### src/rtl/sync_det_pkg.sv
package sync_det_pkg;
  localparam int SYM_W    = 2;
  localparam int SYNC_LEN = 9;
  localparam int WORD_W   = SYM_W * SYNC_LEN;

  // oldest symbol in the most significant pair; +3 = 2'b10, -3 = 2'b00
  localparam logic [WORD_W-1:0] NORM_WORD = 18'b10_10_00_00_00_10_00_10_10;
  localparam logic [WORD_W-1:0] INV_WORD  = 18'b00_00_10_10_10_00_10_00_00;

  typedef struct packed {
    logic realign;
  } ctrlStrobe_t;

  typedef struct packed {
    logic normHit;
    logic invHit;
    logic slotEdge;
  } dpFlags_t;
endpackage

### src/rtl/sync_det_dp.sv
module sync_det_dp
  import sync_det_pkg::*;
#(
  parameter int FRAME_LEN = 120,
  localparam int CNT_W = $clog2(FRAME_LEN)
) (
  input  logic             clk,
  input  logic             rstN,
  input  logic             symValid,
  input  logic [SYM_W-1:0] symIn,
  input  ctrlStrobe_t      ctrl,
  output dpFlags_t         flags,
  output logic [CNT_W-1:0] symCount
);
  localparam int HIST_W = SYM_W * (SYNC_LEN - 1);

  logic [HIST_W-1:0] hist;
  logic [WORD_W-1:0] window;

  assign window = {hist, symIn};

  always_comb begin
    flags.normHit  = symValid && (window == NORM_WORD);
    flags.invHit   = symValid && (window == INV_WORD);
    flags.slotEdge = symValid && (symCount == CNT_W'(SYNC_LEN - 2));
  end

  always_ff @(posedge clk) begin
    if (!rstN) begin
      hist     <= '0;
      symCount <= '0;
    end else if (symValid) begin
      hist <= window[HIST_W-1:0];
      if (ctrl.realign)
        symCount <= CNT_W'(SYNC_LEN - 1);
      else if (symCount == CNT_W'(FRAME_LEN - 1))
        symCount <= '0;
      else
        symCount <= symCount + 1'b1;
    end
  end
endmodule

### src/rtl/sync_det_ctrl.sv
module sync_det_ctrl
  import sync_det_pkg::*;
#(
  parameter int CONFIRM_HITS = 2,
  parameter int LOSS_MISSES  = 3,
  parameter int SF_FRAMES    = 8,
  localparam int HIT_W  = $clog2(CONFIRM_HITS + 1),
  localparam int MISS_W = $clog2(LOSS_MISSES + 1),
  localparam int IDX_W  = $clog2(SF_FRAMES)
) (
  input  logic             clk,
  input  logic             rstN,
  input  dpFlags_t         flags,
  output ctrlStrobe_t      ctrl,
  output logic             frameStart,
  output logic             superStart,
  output logic             frameLock,
  output logic             superLock,
  output logic [IDX_W-1:0] frameIndex
);
  typedef enum logic [1:0] {ST_SEARCH, ST_CONFIRM, ST_LOCKED} syncState_t;

  syncState_t        st, stNext;
  logic [HIT_W-1:0]  hits, hitsNext;
  logic [MISS_W-1:0] misses, missesNext;
  logic [IDX_W-1:0]  idx, idxNext, idxInc;
  logic              armed, armedNext, slNext;
  logic              anyHit, lockNext, slotLocked, boundary;

  assign anyHit = flags.normHit || flags.invHit;

  // frame alignment state
  always_comb begin
    stNext       = st;
    hitsNext     = hits;
    missesNext   = misses;
    ctrl.realign = (st == ST_SEARCH) && anyHit;
    case (st)
      ST_SEARCH: if (anyHit) begin
        stNext   = ST_CONFIRM;
        hitsNext = '0;
      end
      ST_CONFIRM: if (flags.slotEdge) begin
        if (!anyHit) stNext = ST_SEARCH;
        else if (hits == HIT_W'(CONFIRM_HITS - 1)) begin
          stNext     = ST_LOCKED;
          missesNext = '0;
        end else hitsNext = hits + 1'b1;
      end
      default: if (flags.slotEdge) begin
        if (anyHit) missesNext = '0;
        else if (misses == MISS_W'(LOSS_MISSES - 1)) stNext = ST_SEARCH;
        else missesNext = misses + 1'b1;
      end
    endcase
  end

  assign lockNext   = (stNext == ST_LOCKED);
  assign slotLocked = flags.slotEdge && lockNext;
  assign boundary   = armed && (idx == IDX_W'(SF_FRAMES - 1));
  assign idxInc     = (idx == IDX_W'(SF_FRAMES - 1)) ? '0 : idx + 1'b1;

  // superframe cadence
  always_comb begin
    armedNext = armed;
    idxNext   = idx;
    slNext    = superLock;
    if (!lockNext) begin
      armedNext = 1'b0;
      idxNext   = '0;
      slNext    = 1'b0;
    end else if (slotLocked) begin
      if (flags.invHit) begin
        idxNext   = '0;
        armedNext = 1'b1;
        slNext    = armed && boundary;
      end else if (flags.normHit && boundary) begin
        armedNext = 1'b0;
        idxNext   = '0;
        slNext    = 1'b0;
      end else if (armed) begin
        idxNext = idxInc;
      end
    end
  end

  always_ff @(posedge clk) begin
    if (!rstN) begin
      st         <= ST_SEARCH;
      hits       <= '0;
      misses     <= '0;
      idx        <= '0;
      armed      <= 1'b0;
      superLock  <= 1'b0;
      frameStart <= 1'b0;
      superStart <= 1'b0;
    end else begin
      st         <= stNext;
      hits       <= hitsNext;
      misses     <= missesNext;
      idx        <= idxNext;
      armed      <= armedNext;
      superLock  <= slNext;
      frameStart <= slotLocked;
      superStart <= slotLocked && slNext && (idxNext == '0);
    end
  end

  assign frameLock  = (st == ST_LOCKED);
  assign frameIndex = superLock ? idx : '0;
endmodule

### src/rtl/frame_sync_detector.sv
module frame_sync_detector
  import sync_det_pkg::*;
#(
  parameter int FRAME_LEN    = 120,
  parameter int CONFIRM_HITS = 2,
  parameter int LOSS_MISSES  = 3,
  parameter int SF_FRAMES    = 8,
  localparam int CNT_W = $clog2(FRAME_LEN),
  localparam int IDX_W = $clog2(SF_FRAMES)
) (
  input  logic             clk,
  input  logic             rstN,
  input  logic             symValid,
  input  logic [1:0]       symIn,
  output logic [CNT_W-1:0] symCount,
  output logic             frameStart,
  output logic             superStart,
  output logic             frameLock,
  output logic             superLock,
  output logic [IDX_W-1:0] frameIndex
);
  ctrlStrobe_t ctrl;
  dpFlags_t    flags;

  sync_det_dp #(.FRAME_LEN(FRAME_LEN)) i_dp (
    .clk(clk), .rstN(rstN), .symValid(symValid), .symIn(symIn),
    .ctrl(ctrl), .flags(flags), .symCount(symCount)
  );

  sync_det_ctrl #(
    .CONFIRM_HITS(CONFIRM_HITS), .LOSS_MISSES(LOSS_MISSES), .SF_FRAMES(SF_FRAMES)
  ) i_ctrl (
    .clk(clk), .rstN(rstN), .flags(flags), .ctrl(ctrl),
    .frameStart(frameStart), .superStart(superStart), .frameLock(frameLock),
    .superLock(superLock), .frameIndex(frameIndex)
  );
endmodule

### config.mk
export PLATFORM = sky130hd
export DESIGN_NAME = frame_sync_detector
export DESIGN_NICKNAME = d
export VERILOG_FILES = /design/src/rtl/sync_det_pkg.sv /design/src/rtl/sync_det_dp.sv /design/src/rtl/sync_det_ctrl.sv /design/src/rtl/frame_sync_detector.sv
export SDC_FILE = /design/constraint.sdc
export NUM_CORES = 1
export LEC_CHECK = 0
export BUFFER_PORTS_ARGS = -buffer_cell sky130_fd_sc_hd__buf_2
export CORE_UTILIZATION = 55
export DETAILED_ROUTE_END_ITERATION = 7
export GPL_TIMING_DRIVEN = 0
export PLACE_DENSITY = 0.83
export SETUP_SLACK_MARGIN = 0.2
export SYNTH_ARGS = -nofsm -noshare
export SYNTH_HDL_FRONTEND = slang
export SYNTH_HIERARCHICAL = 1
export SYNTH_SLANG_ARGS = --single-unit
### constraint.sdc
create_clock -name clk -period 3.2 [get_ports clk]
set_input_delay 0.96 -clock clk [delete_from_list [all_inputs] [get_ports clk]]
set_output_delay 0.96 -clock clk [all_outputs]
set_load 0.02 [all_outputs]
==> impl_summary.txt <==
----------------------------------------------------
[Logic synthesis]
  Sequential area share after synthesis ... 40.9%
  Flip-flop cell with the highest count after synthesis ... sky130_fd_sc_hd__dfxtp_1
  Warnings from Yosys ... 6
  Share of async-settable or async-resettable flops after synthesis ... 0%
  Number of synthesized flops with an enable pin ... 0
  Number of storage elements in the synthesis netlist ... 36
  Synth cell types ... 50
  Syn Std Cell Area ... 0.00176 sq mm
  Average cell area after synthesis ... 9.29 sq um
  Net count after synthesis ... 200
  Synth Instances ... 190

[Finish]
  Number of nets at the end of the flow ... 225
  Layout cells sized above 1 ... 21.3%
  Highest-count cells in the layout ignoring fill and taps ... sky130_fd_sc_hd__dfxtp_1, sky130_fd_sc_hd__nor2_1, sky130_fd_sc_hd__buf_2, sky130_fd_sc_hd__mux2i_1, sky130_fd_sc_hd__a21oi_1
  Growth of design area from synthesis to finish ... 13.7%
  Number of antenna repair diodes ... 0
  Post-route design area ... 0.00201 sq mm
  Leading cell type in the layout, fill and taps excluded ... sky130_fd_sc_hd__dfxtp_1
  Final-layout fill cell count ... 262

[Pwr]
  Pwr/cell area ... 407 mW/mm^2
  Register share of total power ... 56.1%
  Static leakage power ... 0.000797 uW
  Fraction of power consumed by combinational cells ... 5.2%
  Cell Int Power ... 633 uW
  IR drop worst, VDD ... 0.319 mV
  Power share of the clock group ... 38.7%
  Switching power as a share of total power ... 22.5%
  Net Sw Power ... 184 uW

[Timing]
  Period minus WS final ... 2.83 ns
  Highest clock rate ... 353 MHz
  Final Hold Viols ... 0
  Relative slew margins ... 63.1%
  Setup repair after global routing missed its margin ... no
  Pins over their slew limit ... 0
  Fraction of the cycle the final worst path needs ... 88.6%
  Slew at the pin closest to its max-slew limit ... 0.552 ns
  Total setup violations reported at the end of the flow ... 0
  Aggregate negative setup slack ... 0 ns
  Setup clock skew after layout ... 0.00794 ns

[GRT]
  Global-route total usage across every layer ... 21.6%
  Number of global-route vias before repair ... 1,303
  Antenna violations before repair ... 0
  Pin count of the biggest net entering global routing ... 13
  GRT overflow ... 0
  Wire length of the first global-routing pass ... 5.58 mm

[Setup path]
  Critical Path Sink ... i_ctrl/superStart
  Critical-path cell with the highest stage delay ... sky130_fd_sc_hd__nor4_2
  Kind of end point of the critical path ... flop
  CP cell instances ... buf_2, nor4b_1, nand3_1, nor4_2, a31oi_1, nor2_1, o221ai_1, a2111oi_2
  Crit. path cell count ... 8
  Worst path max stage delay ... 0.51 ns
  Setup CP Type ... input pin to flop
  Top delay family on crit path ... simple AND/OR/NAND/NOR gates
  Element type at the critical path start ... input pin
  Worst R2R Setup Slack ... 0.60 ns
  Critical path required time ... 3.44 ns
  Reg-to-Reg Start ... i_dp/symCount[3]
  Launch point of the critical path ... symValid
  Data arrival, critical path ... 3.08 ns
  Critical-path maximum fanout ... 4
  Count of buffering cells on the critical path with inverters included ... 1
  Endpoint of the worst register-to-register path ... i_ctrl/superStart
  Worst R2R Path Depth ... 6

[Floorplan]
  Effective utilization at floorplan ... 57.8%
  Standard-cell rows ... 20
  Overall die width ... 58.6 um
  Core region area ... 0.00305 sq mm
  Number of top-level pins ... 19
  Die area ... 0.00344 sq mm
  Die extent in y ... 58.6 um

[Drt]
  Via count ... 1,493
  ANT nets after route ... 0
  Wirelength per Cell ... 13.0 um
  Via density ... 5.74
  Number of remaining DRC errors ... 0
  Number of iterations in the first detailed-routing pass ... 4
  Wirelength, routed ... 3.37 mm
  First-iteration detailed-routing DRC count ... 55

[CTS]
  Num CTS Buffers ... 5
  Number of buffers inserted by post-CTS setup repair ... 0
  Clock sinks ... 36
  Number of hold buffers added after CTS ... 0
  Latest clock arrival within the worst-skew pair ... 0.34 ns
  H-Tree Depth ... 2
  Buffer cell driving the clock tree root ... sky130_fd_sc_hd__clkbuf_4
  TritonCTS clock tree ... built
  CTS clock-pin slew for the worst setup and hold paths ... 0.11 ns
  Worst-case clock buffer depth ... 2
  Resized cells post-CTS ... 2

[Job]
  Max Cap Viol ... 0

[Placed design]
  Detailed Place HPWL ... 2.49 mm
  Area of placed instances ... 0.00191 sq mm
  Number of port buffers ... 18
  RePlAce Congestion ... 0.799

[Worst hold path]
  Tightest Hold Check Type ... flop to flop
  HP Start ... i_ctrl/misses[1]

[Run status]
  Run status ... complete, no violations

----------------------------------------------------
==> layout make-up <==
type / instances / area [sq um] / share of cell area, %
multi-input combinational: 140 / 1000 / 49.8
sequential: 36 / 721 / 35.9
timing repair buffer: 18 / 90.1 / 4.49
tap: 44 / 55.1 / 2.74
clock inverter: 3 / 42.5 / 2.12
clock buffer: 5 / 37.5 / 1.87
buffer: 6 / 30.0 / 1.50
inverter: 8 / 30.0 / 1.50
==> worst register-to-register path, cell delays in order (launching register included) <==
cell and delay [ns]:
sky130_fd_sc_hd__dfxtp_1 0.41, sky130_fd_sc_hd__or4_1 0.52, sky130_fd_sc_hd__nor2_1 0.44, sky130_fd_sc_hd__inv_1 0.30
sky130_fd_sc_hd__nor2_1 0.33, sky130_fd_sc_hd__o221ai_1 0.18, sky130_fd_sc_hd__a2111oi_2 0.34
==> per-stage QoR <==
step                util [%]  power [uW]  setup slack (ns)  cells  hold WS, ns
finish                  65.7         816             0.366    260        0.488
global route            65.7         855             0.206    260        0.516
CTS                     65.5         825             0.185    260        0.494
detailed placement      62.5         510            -0.418    252        0.478
global placement        62.5         509            -0.322    252        0.464
floorplan                  -         497             0.328    190        0.453
==> sequential cells by signal (all words and copies together), names as in the netlist <==
register,cells
i_ctrl/superStart,1
i_ctrl/frameStart,1
i_ctrl/misses,2
i_dp/hist,16
i_ctrl/st,2
i_dp/symCount,7
i_ctrl/hits,2
i_ctrl/idx,3
i_ctrl/armed,1
i_ctrl/superLock,1
==> synthesized netlist by cell type, types with 2 or more instances <==
cell                       number  area (sq um)
sky130_fd_sc_hd__nand3b_1       4          30.0
sky130_fd_sc_hd__a21oi_1        9          45.0
sky130_fd_sc_hd__dfxtp_1       36           721
sky130_fd_sc_hd__nor2_1        28           105
sky130_fd_sc_hd__o21ai_0        6          30.0
sky130_fd_sc_hd__ha_1           5          62.6
sky130_fd_sc_hd__nand3_1        3          15.0
sky130_fd_sc_hd__clkbuf_1       2          7.51
sky130_fd_sc_hd__or4_1          3          22.5
sky130_fd_sc_hd__and2_1         4          25.0
sky130_fd_sc_hd__mux2i_1       21           210
sky130_fd_sc_hd__inv_1          7          26.3
sky130_fd_sc_hd__buf_2          3          15.0
sky130_fd_sc_hd__nand2b_1       4          25.0
sky130_fd_sc_hd__nand3_2        2          20.0
sky130_fd_sc_hd__nand4_1        3          18.8
sky130_fd_sc_hd__a211oi_1       2          15.0
sky130_fd_sc_hd__nor3_1         4          20.0
sky130_fd_sc_hd__nor4b_1        2          17.5
sky130_fd_sc_hd__a31oi_1        2          12.5
sky130_fd_sc_hd__nand4b_1       2          17.5
sky130_fd_sc_hd__nor4_1         2          12.5
sky130_fd_sc_hd__nand2_1        8          30.0
sky130_fd_sc_hd__or2b_1         2          15.0
==> layer usage <==
layer  share of wire [%]  routed length [um]  track usage, %  vias to the layer above
li1                    -                   -               -                      746
met1                  46                1550            25.3                      724
met2                  51                1700            37.8                       21
met3                 3.0                 100            4.62                        2
met4                0.36                  12            10.2                        0
met5                   0                   0               0                        -
==> worst min-delay path by stage <==
stage,end,slack [ns],depth (start not counted)
after floorplan,i_ctrl/misses[1],0.45,2
after global placement,i_ctrl/misses[1],0.46,2
after detailed placement,i_ctrl/misses[1],0.48,2
after CTS,i_ctrl/misses[1],0.49,2
after global routing,i_ctrl/misses[1],0.52,2
final,i_ctrl/misses[1],0.49,2
==> kinds of logic (layout without fill, tap and decap cells) <==
kind of cell / Yosys count / count (layout) / share of synthesized area, %
AND/OR/NAND/NOR: 79 / 79 / 25.5
AO/OA/AOI/OAI: 34 / 34 / 14.3
multiplexers: 21 / 21 / 11.9
buffers and inverters: 14 / 40 / 3.40
adder cells (fa/ha/maj): 5 / 5 / 3.55
flip-flops: 36 / 36 / 40.9
XOR/XNOR: 1 / 1 / 0.497
==> power groups by stage <==
| stage | registers (uW) | clock network [uW] | logic [uW] |
|---|---|---|---|
| finish | 458 | 316 | 42.4 |
| global route | 459 | 348 | 46.8 |
| CTS | 458 | 325 | 42.4 |
| detailed placement | 468 | 0 | 42.1 |
| global placement | 468 | 0 | 41.5 |
| floorplan | 470 | 0 | 26.8 |
Note: power is estimated with default switching activity, not from simulation.
